`config.mk`:
```
export PLATFORM = sky130hd
export DESIGN_NAME = rx_addr_filter
export DESIGN_NICKNAME = d
export VERILOG_FILES = /design/src/rtl/afl_pkg.sv /design/src/rtl/afl_cfg_regs.sv /design/src/rtl/afl_hash_crc.sv /design/src/rtl/afl_addr_track.sv /design/src/rtl/rx_addr_filter.sv
export SDC_FILE = /design/constraint.sdc
export NUM_CORES = 1
export LEC_CHECK = 0
export ABC_AREA = 1
export ABC_CLOCK_PERIOD_IN_PS = 4800
export BUFFER_PORTS_ARGS = -buffer_cell sky130_fd_sc_hd__buf_2
export CAP_MARGIN = 20
export CORE_MARGIN = 4
export CORE_UTILIZATION = 63
export CTS_BUF_LIST = sky130_fd_sc_hd__clkbuf_16
export CTS_CLUSTER_DIAMETER = 200
export DETAILED_ROUTE_END_ITERATION = 6
export GPL_ROUTABILITY_DRIVEN = 0
export PLACE_DENSITY_LB_ADDON = 0.12
export SLEW_MARGIN = 0
export SYNTH_ARGS = -nofsm -noshare
export SYNTH_HDL_FRONTEND = slang
export SYNTH_HIERARCHICAL = 1
export SYNTH_SLANG_ARGS = --single-unit
```
`constraint.sdc`:
```
create_clock -name clk -period 4.8 [get_ports clk]
set_input_delay 0.48 -clock clk [delete_from_list [all_inputs] [get_ports clk]]
set_output_delay 0.48 -clock clk [all_outputs]
set_load 0.01 [all_outputs]
```
`src/rtl/afl_pkg.sv`:
```
package afl_pkg;

    localparam int BYTE_W     = 8;
    localparam int ADDR_BYTES = 6;
    localparam int ADDR_W     = BYTE_W * ADDR_BYTES;
    localparam int WORD_W     = 32;
    localparam int HASH_BITS  = 2 * WORD_W;
    localparam int IDX_W      = $clog2(HASH_BITS);
    localparam int IDX_TOP    = 28;
    localparam int CNT_W      = $clog2(ADDR_BYTES);

    localparam logic [WORD_W-1:0] CRC_POLY   = 32'hEDB8_8320;
    localparam logic [WORD_W-1:0] CRC_PRESET = '1;

    typedef struct packed {
        logic [ADDR_W-1:0]    station;
        logic [HASH_BITS-1:0] table_bits;
        logic                 en_uni;
        logic                 en_multi;
        logic                 en_bcast;
        logic                 en_hash;
        logic                 en_exact;
    } filt_cfg_t;

    typedef struct packed {
        logic is_bcast;
        logic is_multi;
        logic stn_hit;
    } addr_class_t;

    function automatic logic [WORD_W-1:0] crc_fold_byte(input logic [WORD_W-1:0] cur,
                                                        input logic [BYTE_W-1:0] b);
        logic [WORD_W-1:0] r;
        r = cur ^ {{(WORD_W-BYTE_W){1'b0}}, b};
        for (int s = 0; s < BYTE_W; s++) begin
            r = r[0] ? ((r >> 1) ^ CRC_POLY) : (r >> 1);
        end
        return r;
    endfunction

    function automatic logic [IDX_W-1:0] hash_slot(input logic [WORD_W-1:0] raw);
        logic [WORD_W-1:0] fin;
        fin = ~raw;
        return fin[IDX_TOP -: IDX_W];
    endfunction

endpackage

```
`src/rtl/afl_cfg_regs.sv`:
```
module afl_cfg_regs
    import afl_pkg::*;
(
    input  logic      clk,
    input  logic      rst,
    input  logic      load,
    input  filt_cfg_t cfg_d,
    output filt_cfg_t cfg_q
);

    always_ff @(posedge clk) begin
        if (rst)       cfg_q <= '0;
        else if (load) cfg_q <= cfg_d;
    end

    // reset leaves an empty table and no enables
    assert_reset_clears_R9: assert property (@(posedge clk)
        rst |=> (cfg_q.table_bits == '0 && !cfg_q.en_uni && !cfg_q.en_multi &&
                 !cfg_q.en_bcast && !cfg_q.en_hash && !cfg_q.en_exact));

    // no load, no change
    assert_hold_without_load_R9: assert property (@(posedge clk) disable iff (rst)
        !load |=> $stable(cfg_q));

endmodule

```
`src/rtl/afl_hash_crc.sv`:
```
module afl_hash_crc
    import afl_pkg::*;
(
    input  logic              clk,
    input  logic              rst,
    input  logic              in_valid,
    input  logic              in_last,
    input  logic [BYTE_W-1:0] in_byte,
    output logic [IDX_W-1:0]  slot
);

    logic              fresh_q;
    logic [WORD_W-1:0] crc_q;
    logic [WORD_W-1:0] crc_next;

    always_comb begin
        crc_next = crc_fold_byte(fresh_q ? CRC_PRESET : crc_q, in_byte);
        slot     = hash_slot(crc_next);
    end

    always_ff @(posedge clk) begin
        if (rst) begin
            fresh_q <= 1'b1;
            crc_q   <= CRC_PRESET;
        end else if (in_valid) begin
            fresh_q <= in_last;
            crc_q   <= crc_next;
        end
    end

    // after a last byte, the next frame starts fresh
    assert_restart_after_last_R8: assert property (@(posedge clk) disable iff (rst)
        (in_valid && in_last) |=> fresh_q);

endmodule

```
`src/rtl/afl_addr_track.sv`:
```
module afl_addr_track
    import afl_pkg::*;
(
    input  logic              clk,
    input  logic              rst,
    input  logic              in_valid,
    input  logic              in_last,
    input  logic [BYTE_W-1:0] in_byte,
    input  logic [ADDR_W-1:0] station,
    output addr_class_t       cls
);

    localparam logic [CNT_W-1:0] LAST_POS = CNT_W'(ADDR_BYTES - 1);

    logic             fresh_q;
    logic [CNT_W-1:0] pos_q;
    logic             bc_q;
    logic             hit_q;
    logic             mc_q;

    logic [CNT_W-1:0]  pos_eff;
    logic [BYTE_W-1:0] stn_byte;
    logic              pos_ok;

    always_comb begin
        pos_eff  = fresh_q ? '0 : pos_q;
        stn_byte = '0;
        pos_ok   = 1'b0;
        for (int k = 0; k < ADDR_BYTES; k++) begin
            if (pos_eff == CNT_W'(k)) begin
                stn_byte = station[k*BYTE_W +: BYTE_W];
                pos_ok   = 1'b1;
            end
        end
        cls.is_multi = fresh_q ? in_byte[0] : mc_q;
        cls.is_bcast = (fresh_q | bc_q) & (in_byte == '1);
        cls.stn_hit  = (fresh_q | hit_q) & pos_ok & (in_byte == stn_byte);
    end

    always_ff @(posedge clk) begin
        if (rst) begin
            fresh_q <= 1'b1;
            pos_q   <= '0;
            bc_q    <= 1'b0;
            hit_q   <= 1'b0;
            mc_q    <= 1'b0;
        end else if (in_valid) begin
            fresh_q <= in_last;
            pos_q   <= (pos_eff == LAST_POS) ? LAST_POS : pos_eff + 1'b1;
            bc_q    <= cls.is_bcast;
            hit_q   <= cls.stn_hit;
            mc_q    <= cls.is_multi;
        end
    end

    // the multicast flag stays fixed once byte 0 has passed
    assert_multi_latched_R3: assert property (@(posedge clk) disable iff (rst)
        (in_valid && !fresh_q && !in_last) |=> (mc_q == $past(mc_q)));

endmodule

```
`src/rtl/rx_addr_filter.sv`:
```
module rx_addr_filter
    import afl_pkg::*;
(
    input  logic        clk,
    input  logic        rst,
    input  logic        addr_valid,
    input  logic [7:0]  addr_byte,
    input  logic        addr_last,
    input  logic        cfg_load,
    input  logic [31:0] cfg_station_lo,
    input  logic [15:0] cfg_station_hi,
    input  logic [31:0] cfg_hash_lo,
    input  logic [31:0] cfg_hash_hi,
    input  logic        cfg_en_unicast,
    input  logic        cfg_en_multicast,
    input  logic        cfg_en_broadcast,
    input  logic        cfg_en_hash,
    input  logic        cfg_en_exact,
    output logic        decision_valid,
    output logic        decision_accept
);

    filt_cfg_t   cfg_d;
    filt_cfg_t   cfg_q;
    addr_class_t cls;
    addr_class_t cls_q;
    logic [IDX_W-1:0] slot;
    logic             slot_set;
    logic             accept_now;

    always_comb begin
        cfg_d.station    = {cfg_station_hi, cfg_station_lo};
        cfg_d.table_bits = {cfg_hash_hi, cfg_hash_lo};
        cfg_d.en_uni     = cfg_en_unicast;
        cfg_d.en_multi   = cfg_en_multicast;
        cfg_d.en_bcast   = cfg_en_broadcast;
        cfg_d.en_hash    = cfg_en_hash;
        cfg_d.en_exact   = cfg_en_exact;
    end

    afl_cfg_regs u_cfg (
        .clk   (clk),
        .rst   (rst),
        .load  (cfg_load),
        .cfg_d (cfg_d),
        .cfg_q (cfg_q)
    );

    afl_hash_crc u_crc (
        .clk      (clk),
        .rst      (rst),
        .in_valid (addr_valid),
        .in_last  (addr_last),
        .in_byte  (addr_byte),
        .slot     (slot)
    );

    afl_addr_track u_track (
        .clk      (clk),
        .rst      (rst),
        .in_valid (addr_valid),
        .in_last  (addr_last),
        .in_byte  (addr_byte),
        .station  (cfg_q.station),
        .cls      (cls)
    );

    always_comb begin
        slot_set = cfg_q.table_bits[slot];
        if (cls.is_bcast) begin
            accept_now = cfg_q.en_bcast;
        end else begin
            accept_now = (cfg_q.en_uni   & ~cls.is_multi)
                       | (cfg_q.en_multi &  cls.is_multi)
                       | (cfg_q.en_hash  &  cls.is_multi & slot_set)
                       | (cfg_q.en_exact &  cls.stn_hit);
        end
    end

    always_ff @(posedge clk) begin
        if (rst) begin
            decision_valid  <= 1'b0;
            decision_accept <= 1'b0;
            cls_q           <= '0;
        end else begin
            decision_valid  <= addr_valid & addr_last;
            decision_accept <= addr_valid & addr_last & accept_now;
            if (addr_valid && addr_last) cls_q <= cls;
        end
    end

    // a last byte always yields a decision on the next cycle
    assert_decision_follows_last_R1: assert property (@(posedge clk) disable iff (rst)
        (addr_valid && addr_last) |=> decision_valid);

    // no decision without a last byte
    assert_no_spurious_decision_R1: assert property (@(posedge clk) disable iff (rst)
        !(addr_valid && addr_last) |=> !decision_valid);

    // broadcast outcome follows only the broadcast enable
    assert_bcast_precedence_R5: assert property (@(posedge clk) disable iff (rst)
        (addr_valid && addr_last && cls.is_bcast) |=>
            (decision_accept == $past(cfg_q.en_bcast)));

    // unicast enable accepts a unicast address
    assert_unicast_accept_R3: assert property (@(posedge clk) disable iff (rst)
        (addr_valid && addr_last && !cls.is_multi && cfg_q.en_uni) |=> decision_accept);

    // nothing enabled, nothing accepted
    assert_all_off_rejects_R10: assert property (@(posedge clk) disable iff (rst)
        (decision_valid && !cls_q.is_bcast &&
         !$past(cfg_q.en_uni) && !$past(cfg_q.en_multi) &&
         !$past(cfg_q.en_hash) && !$past(cfg_q.en_exact)) |-> !decision_accept);

endmodule

```
Word level (Yosys, flattened, before mapping) --
Index checks and enable logic that the tools add are counted.
Operators by class: order comparisons 1, $add $sub $neg 1, equal/unequal tests 7, mux-type cells 27, reduce and logical (&&, ||, !) cells 1, bitwise logic cells 26
Operator list (count):
- 32-bit two-way mux | 9
- 13-bit inverter with 14-bit output | 8
- 8-bit two-way mux | 6
- 32-bit by 8-bit XOR with 32-bit output | 1
- 29-bit inverter | 1
- 1-bit AND | 10
- 1-bit two-way mux | 9
- 8-bit == test | 1
- 8-bit == test, second input constant | 1
- 6-bit by 7-bit less-than comparator with 1-bit output, second input constant | 1
- 1-bit binary-select mux with 6-bit select | 1
- 3-bit by 2-bit == test with 1-bit output, second input constant | 2
- 3-bit == test, second input constant | 2
- 3-bit two-way mux | 2
- 1-bit OR | 5
- 3-bit by 1-bit adder with 3-bit output, second input constant | 1
- 3-bit by 1-bit == test with 1-bit output, second input constant | 1
- 3-bit zero test | 1
- 1-bit inverter | 1
Word-level totals: logic and storage cells 78, register bits 158, output and inout bits 2

Longest topological paths before layout --
depth after elaboration 26, mapped depth 25

Modules after synthesis --
Netlist, hierarchy kept.
By module, submodules not included:
- afl_cfg_regs | sequential area each 2342.2 um^2, cells an instance 741, area each 4814.6 um^2, times used 1
- afl_hash_crc | sequential area each 660.6 um^2, cells an instance 393, area each 2471.1 um^2, times used 1
- afl_addr_track | sequential area each 140.1 um^2, cells an instance 206, area each 1072.3 um^2, times used 1
- rx_addr_filter | sequential area each 40.0 um^2, cells an instance 165, area each 839.6 um^2, times used 1

Least setup slack after synthesis --
Ideal clock, no wire load.
path type register to register, start point register u_track.fresh_q, end point register decision_accept, clock period less this slack 2.352 ns, data required time 4.675 ns, path buffers 2, setup slack 2.448 ns, arrival 2.227 ns, stages on the path, launching flop included 20, cells stage by stage dfxtp_1 > inv_2 > nand2_2 > buf_4 > ha_1 > inv_1 > clkbuf_1 > nor2_1 > nor2_1 > o21ai_0 > nand2_1 > nand3_1 > nand2_1 > inv_1 > nand2_1 > nor2_1 > nand2_1 > nor2_2 > a221oi_1 > a21oi_2
RTL lines:
- from (decl) | line afl_addr_track.sv:15 | logic fresh_q;
- from (signal assigned) | line afl_addr_track.sv:48 | fresh_q <= in_last;
- to (signal assigned) | line rx_addr_filter.sv:87 | decision_accept <= addr_valid & addr_last & accept_now;
- to (decl) | line rx_addr_filter.sv:20 | output logic decision_accept

Final worst setup path --
start point register u_crc.fresh_q, end point register decision_accept
On the way: longest elaborated chain between the ends 24, elaborated cells on any way between the ends 58, those cells by class 6 x eq/ne; 26 x mux; 25 x bitwise; 1 x reduce/logical
RTL lines:
- from (decl) | line afl_hash_crc.sv:12 | logic fresh_q;
- from (signal assigned) | line afl_hash_crc.sv:26 | fresh_q <= in_last;
- 32-bit two-way mux * | line afl_hash_crc.sv:17 | crc_next = crc_fold_byte(fresh_q ? CRC_PRESET : crc_q, in_byte);
- 32-bit by 8-bit XOR with 32-bit output * | line afl_pkg.sv:34 | r = cur ^ {{(WORD_W-BYTE_W){1'b0}}, b};
- 13-bit inverter with 14-bit output (no line)
- 32-bit two-way mux * | line afl_pkg.sv:36 | r = r[0] ? ((r >> 1) ^ CRC_POLY) : (r >> 1);
- 13-bit inverter with 14-bit output (no line)
- 32-bit two-way mux * (2 in series) | line afl_pkg.sv:36
- 13-bit inverter with 14-bit output (no line)
- 32-bit two-way mux * | line afl_pkg.sv:36
- [... 8 more ...]
- net slot[0] | line rx_addr_filter.sv:27 | logic [IDX_W-1:0] slot;
- 1-bit binary-select mux with 6-bit select * | line rx_addr_filter.sv:69 | slot_set = cfg_q.table_bits[slot];
- 1-bit two-way mux (implied by the code) * | line rx_addr_filter.sv:69
- 1-bit AND * | line rx_addr_filter.sv:75 | | (cfg_q.en_hash & cls.is_multi & slot_set)
- 1-bit OR * | line rx_addr_filter.sv:75
- 1-bit OR * | line rx_addr_filter.sv:76 | | (cfg_q.en_exact & cls.stn_hit);
- 1-bit two-way mux * | line rx_addr_filter.sv:70 | if (cls.is_bcast) begin
- 1-bit AND * | line rx_addr_filter.sv:87
The timed path passes the listed nets; every way through them passes the cells marked *. The select of a mux whose other input is x is not followed. A chain may end at the register's enable or synchronous reset.

==> summary.md <==
| Metric | Value |
|---|---|
| CP Depth | `23` |
| Initial core utilization | `65.25%` |
| Hold-fix buffers, CTS | `0` |
| Residual DRC | `0` |
| Dpl ws | `1.304 ns` |
| Ys async rst share | `0%` |
| Area of the die | `16600 µm²` |
| Global-route wire length before repair | `36.34 mm` |
| Maximum fanout along the worst path | `38` |
| Final wirelength | `21.62 mm` |
| Yosys reg bits | `159` |
| Global route total overflow | `0` |
| Routed wire per std cell | `12.11 µm` |
| FP Rows | `43` |
| CTS H-tree depth | `4` |
| Worst path bufs/invs | `4` |
| Worst-Skew Late Latency | `0.43 ns` |
| Post-synth EDFFs | `0` |
| Clk_skew | `0.006372 ns` |
| Peak Freq | `280.6 MHz` |
| Synth area leader | `dfxtp_1` |
| Clock tree buffer depth | `2` |
| Required time at the worst-slack endpoint | `5.11 ns` |
| IO buf count | `131` |
| VDD IR-drop max | `0.2776 mV` |
| HPWL Detailed | `15.11 mm` |
| Seq pwr share | `41.4%` |
| CTS buffer count | `17` |
| Via/cell ratio | `5.004` |
| Core ar. | `14100 µm²` |
| Cell mode on critical path | `nand2_1` |
| Drt pass-1 iters | `5` |
| Critical path launch point | `u_crc/fresh_q$_SDFFE_PP1P_` |
| Post-Syn Instances | `1505` |
| Post-CTS Resized | `0` |
| Critical Path End | `decision_accept$_SDFF_PP0_` |
| Synth-to-layout area growth | `11.39%` |
| Seq/Total Area, Yosys | `34.61%` |
| Final worst path period need | `3.564 ns` |
| Leakage | `0.005582 µW` |
| Synth top area share | `34.61%` |
| GRT Overall Usage | `26.53%` |
| DR iter-0 viols | `653` |
| Final ANT Viol Nets | `0` |
| Most used DFF post-synth | `dfxtp_1` |
| Setup violators final | `0` |
| Comb pwr share | `21.4%` |
| Mapped cell area | `9198 µm²` |
| Worst Setup Start Kind | `register` |
| R2R cell count | `23` |
| Final Hold Viols | `0` |
| CP cell instances | `buf_4 > o21ai_0 > nand2_1 > inv_1 > nand2_1 > nand2_1 > nand2_1 > nand2_1 > nand2_1 > nand3_1 > nand2_1 > buf_4 > inv_8 > nand2_1 > nand3_1 > nand3_1 > nand2_1 > nand2_1 > nand3_1 > nand3_1 > nand2_1 > nand2_1 > a21oi_2` |
| Root Driver | `clkbuf_16` |
| Clk slew on worst S/H paths | `0.07 ns` |
| Setup ws final | `1.236 ns` |
| DIE HEIGHT | `128.8 µm` |
| Final Power | `3587 µW` |
| Max-cap violations | `0` |
| Status | `complete, no violations` |
| Unrepaired setup endpoints after global routing | `false` |
| Cell at the slowest stage of the critical path | `nand2_1` |
| Period utilisation layout | `74.25%` |
| Vias in the first global route | `7853` |
| CTS tree | `built` |
| Worst slew margin | `45.47%` |
| Pwr dens | `350.2 nW/µm²` |
| R2R Path Start | `u_crc/fresh_q$_SDFFE_PP1P_` |
| Max-slew violation count | `0` |
| CTS sink cnt | `159` |
| CP Class | `reg2reg` |
| Final Util | `72.68%` |
| Die width | `128.8 µm` |
| Delay-heaviest family, CP | `simple AND/OR/NAND/NOR gates` |
| Initial antenna violation count | `1` |
| Syn_area_per_cell | `6.111 µm²` |
| Clock group share of total power | `37.3%` |
| Worst Path Arrival | `3.87 ns` |
| Via count | `8937` |
| Max incr delay on CP | `0.46 ns` |
| Syn Nets | `1636` |
| Nets | `1724` |
| RR Endpoint | `decision_accept$_SDFF_PP0_` |
| Post-route cell area | `10240 µm²` |
| Synth warnings | `6` |
| Psw | `1123 µW` |
| Internal | `2464 µW` |
| Largest net degree at the start of global routing | `130` |
| HP Class | `in2reg` |
| Layout cells sized above 1 | `14.14%` |
| Top cells by area, synth | `dfxtp_1 35%, nand2_1 21%, nor2_1 12%, inv_1 7.2%, nand3_1 6.1%` |
| Fin Setup TNS | `0 ns` |
| CP endpoint kind | `register` |
| # Post-CTS Setup Buffers | `0` |
| Worst-Margin Slew | `0.8180 ns` |
| R2r setup slk | `1.24 ns` |
| Placed cell areas | `9625 µm²` |
| Synth unique cells | `42` |
| Number of I/O pins | `132` |
| Sw Share | `31.30%` |
logic make-up after synthesis:
| logic type | after synthesis | share of synthesized area (%) |
|---|---|---|
| buffers and inverters | 255 | 13.11 |
| XOR/XNOR | 29 | 3.333 |
| flip-flops | 159 | 34.61 |
| AND/OR/NAND/NOR | 961 | 42.99 |
| adder cells (fa/ha/maj) | 1 | 0.1360 |
| AO/OA/AOI/OAI | 100 | 5.823 |
cells in the final DEF (no fill, tap or decap), types with 3 or more instances in the layout:
| master | synthesis | final |
|---|---|---|
| nand2_1 | 505 | 505 |
| nor2_1 | 283 | 283 |
| inv_1 | 176 | 176 |
| dfxtp_1 | 159 | 159 |
| buf_2 | 16 | 130 |
| nand3_1 | 113 | 113 |
| a21oi_1 | 47 | 47 |
| o21ai_0 | 31 | 31 |
| nand2_2 | 26 | 26 |
| clkbuf_16 | 0 | 17 |
| xor2_1 | 16 | 16 |
| o21ai_1 | 10 | 10 |
| xnor2_1 | 9 | 9 |
| inv_2 | 8 | 7 |
| or2_1 | 7 | 7 |
| nor2_2 | 6 | 6 |
| buf_4 | 14 | 5 |
| o211ai_1 | 4 | 4 |
| nand4_1 | 4 | 4 |
| inv_8 | 1 | 3 |
| clkinv_2 | 0 | 3 |
| inv_6 | 0 | 3 |
| clkinv_4 | 0 | 3 |
| nor2_4 | 3 | 3 |
| nand3b_1 | 3 | 3 |
flip-flops by register name, summed over array words and instances, names as in the netlist:
register	cells
u_track/fresh_q	1
decision_accept	1
decision_valid	1
u_track/mc_q	1
u_cfg/cfg_q	117
u_track/hit_q	1
u_crc/crc_q	32
u_track/bc_q	1
u_crc/fresh_q	1
u_track/pos_q	3
synthesized netlist by cell type, types with 2 or more instances:
cell type  instances
nand2_1          505
nor2_1           283
inv_1            176
dfxtp_1          159
nand3_1          113
a21oi_1           47
o21ai_0           31
nand2_2           26
buf_6             20
buf_2             16
xor2_1            16
clkbuf_1          15
buf_4             14
o21ai_1           10
xnor2_1            9
inv_2              8
or2_1              7
nor2_2             6
nand4_1            4
o211ai_1           4
buf_1              3
nand3b_1           3
nor2_4             3
a31oi_1            2
nor3_1             2
nor3_4             2
nor4_1             2
o21ai_2            2
or2_2              2
xor2_2             2
xor2_4             2
worst min-delay path by stage:
stage	from	endpoint	slack, ns	depth (start not counted)
floorplan	u_cfg/cfg_q[85]$_SDFFE_PP0P_	u_cfg/cfg_q[85]$_SDFFE_PP0P_	0.44	2
global placement	u_crc/crc_q[19]$_SDFFE_PP1P_	u_crc/crc_q[19]$_SDFFE_PP1P_	0.45	2
detailed placement	u_crc/crc_q[23]$_SDFFE_PP1P_	u_crc/crc_q[23]$_SDFFE_PP1P_	0.46	2
CTS	cfg_hash_hi[0]	u_cfg/cfg_q[37]$_SDFFE_PP0P_	0.32	5
global route	cfg_hash_hi[21]	u_cfg/cfg_q[58]$_SDFFE_PP0P_	0.34	5
finish	cfg_hash_hi[0]	u_cfg/cfg_q[37]$_SDFFE_PP0P_	0.33	5
metal layers:
metal,up-vias,global-route usage [%],share of wire [%]
met5,-,0,0
met4,0,8.462,1.8
met3,29,4.981,6.6
met2,286,42.01,46
met1,3905,36.74,46
li1,4717,-,-
cell type report:
type / count / area [µm²]
Antenna cell: 1 / 2.502
Clock buffer: 17 / 425.4
Clock inverter: 14 / 156.4
Fill cell: 1270 / 3851
Inverter: 186 / 709.4
Multi-Input combinational cell: 1091 / 4808
Sequential cell: 159 / 3183
Tap cell: 180 / 225.2
Timing Repair Buffer: 138 / 734.5
power groups by stage:
| stage | clock [µW] | combinational, µW | sequential [µW] |
|---|---|---|---|
| final | 1340 | 766 | 1480 |
| after global routing | 1410 | 883 | 1490 |
| after CTS | 1350 | 760 | 1480 |
| after detailed placement | 0 | 753 | 1510 |
| after global placement | 0 | 737 | 1510 |
| after floorplan | 0 | 637 | 1490 |
worst register-to-register path, stage by stage, from the launching register on:
cell	delay, ns
dfxtp_1	0.32
buf_4	0.42
o21ai_0	0.14
nand2_1	0.46
inv_1	0.22
nand2_1	0.10
nand2_1	0.11
nand2_1	0.13
nand2_1	0.08
nand2_1	0.06
nand3_1	0.08
nand2_1	0.07
buf_4	0.32
inv_8	0.17
nand2_1	0.11
nand3_1	0.06
nand3_1	0.11
nand2_1	0.06
nand2_1	0.05
nand3_1	0.08
nand3_1	0.10
nand2_1	0.06
nand2_1	0.07
a21oi_2	0.05
per-stage QoR:
stage,hold WS [ns],cells
2_1_floorplan,0.4402,1505
3_3_place_gp,0.4533,1752
3_5_place_dp,0.4587,1752
4_1_cts,0.3191,1783
5_1_grt,0.3376,1786
6_report,0.3259,1786
(Power assumes the default switching activity.)
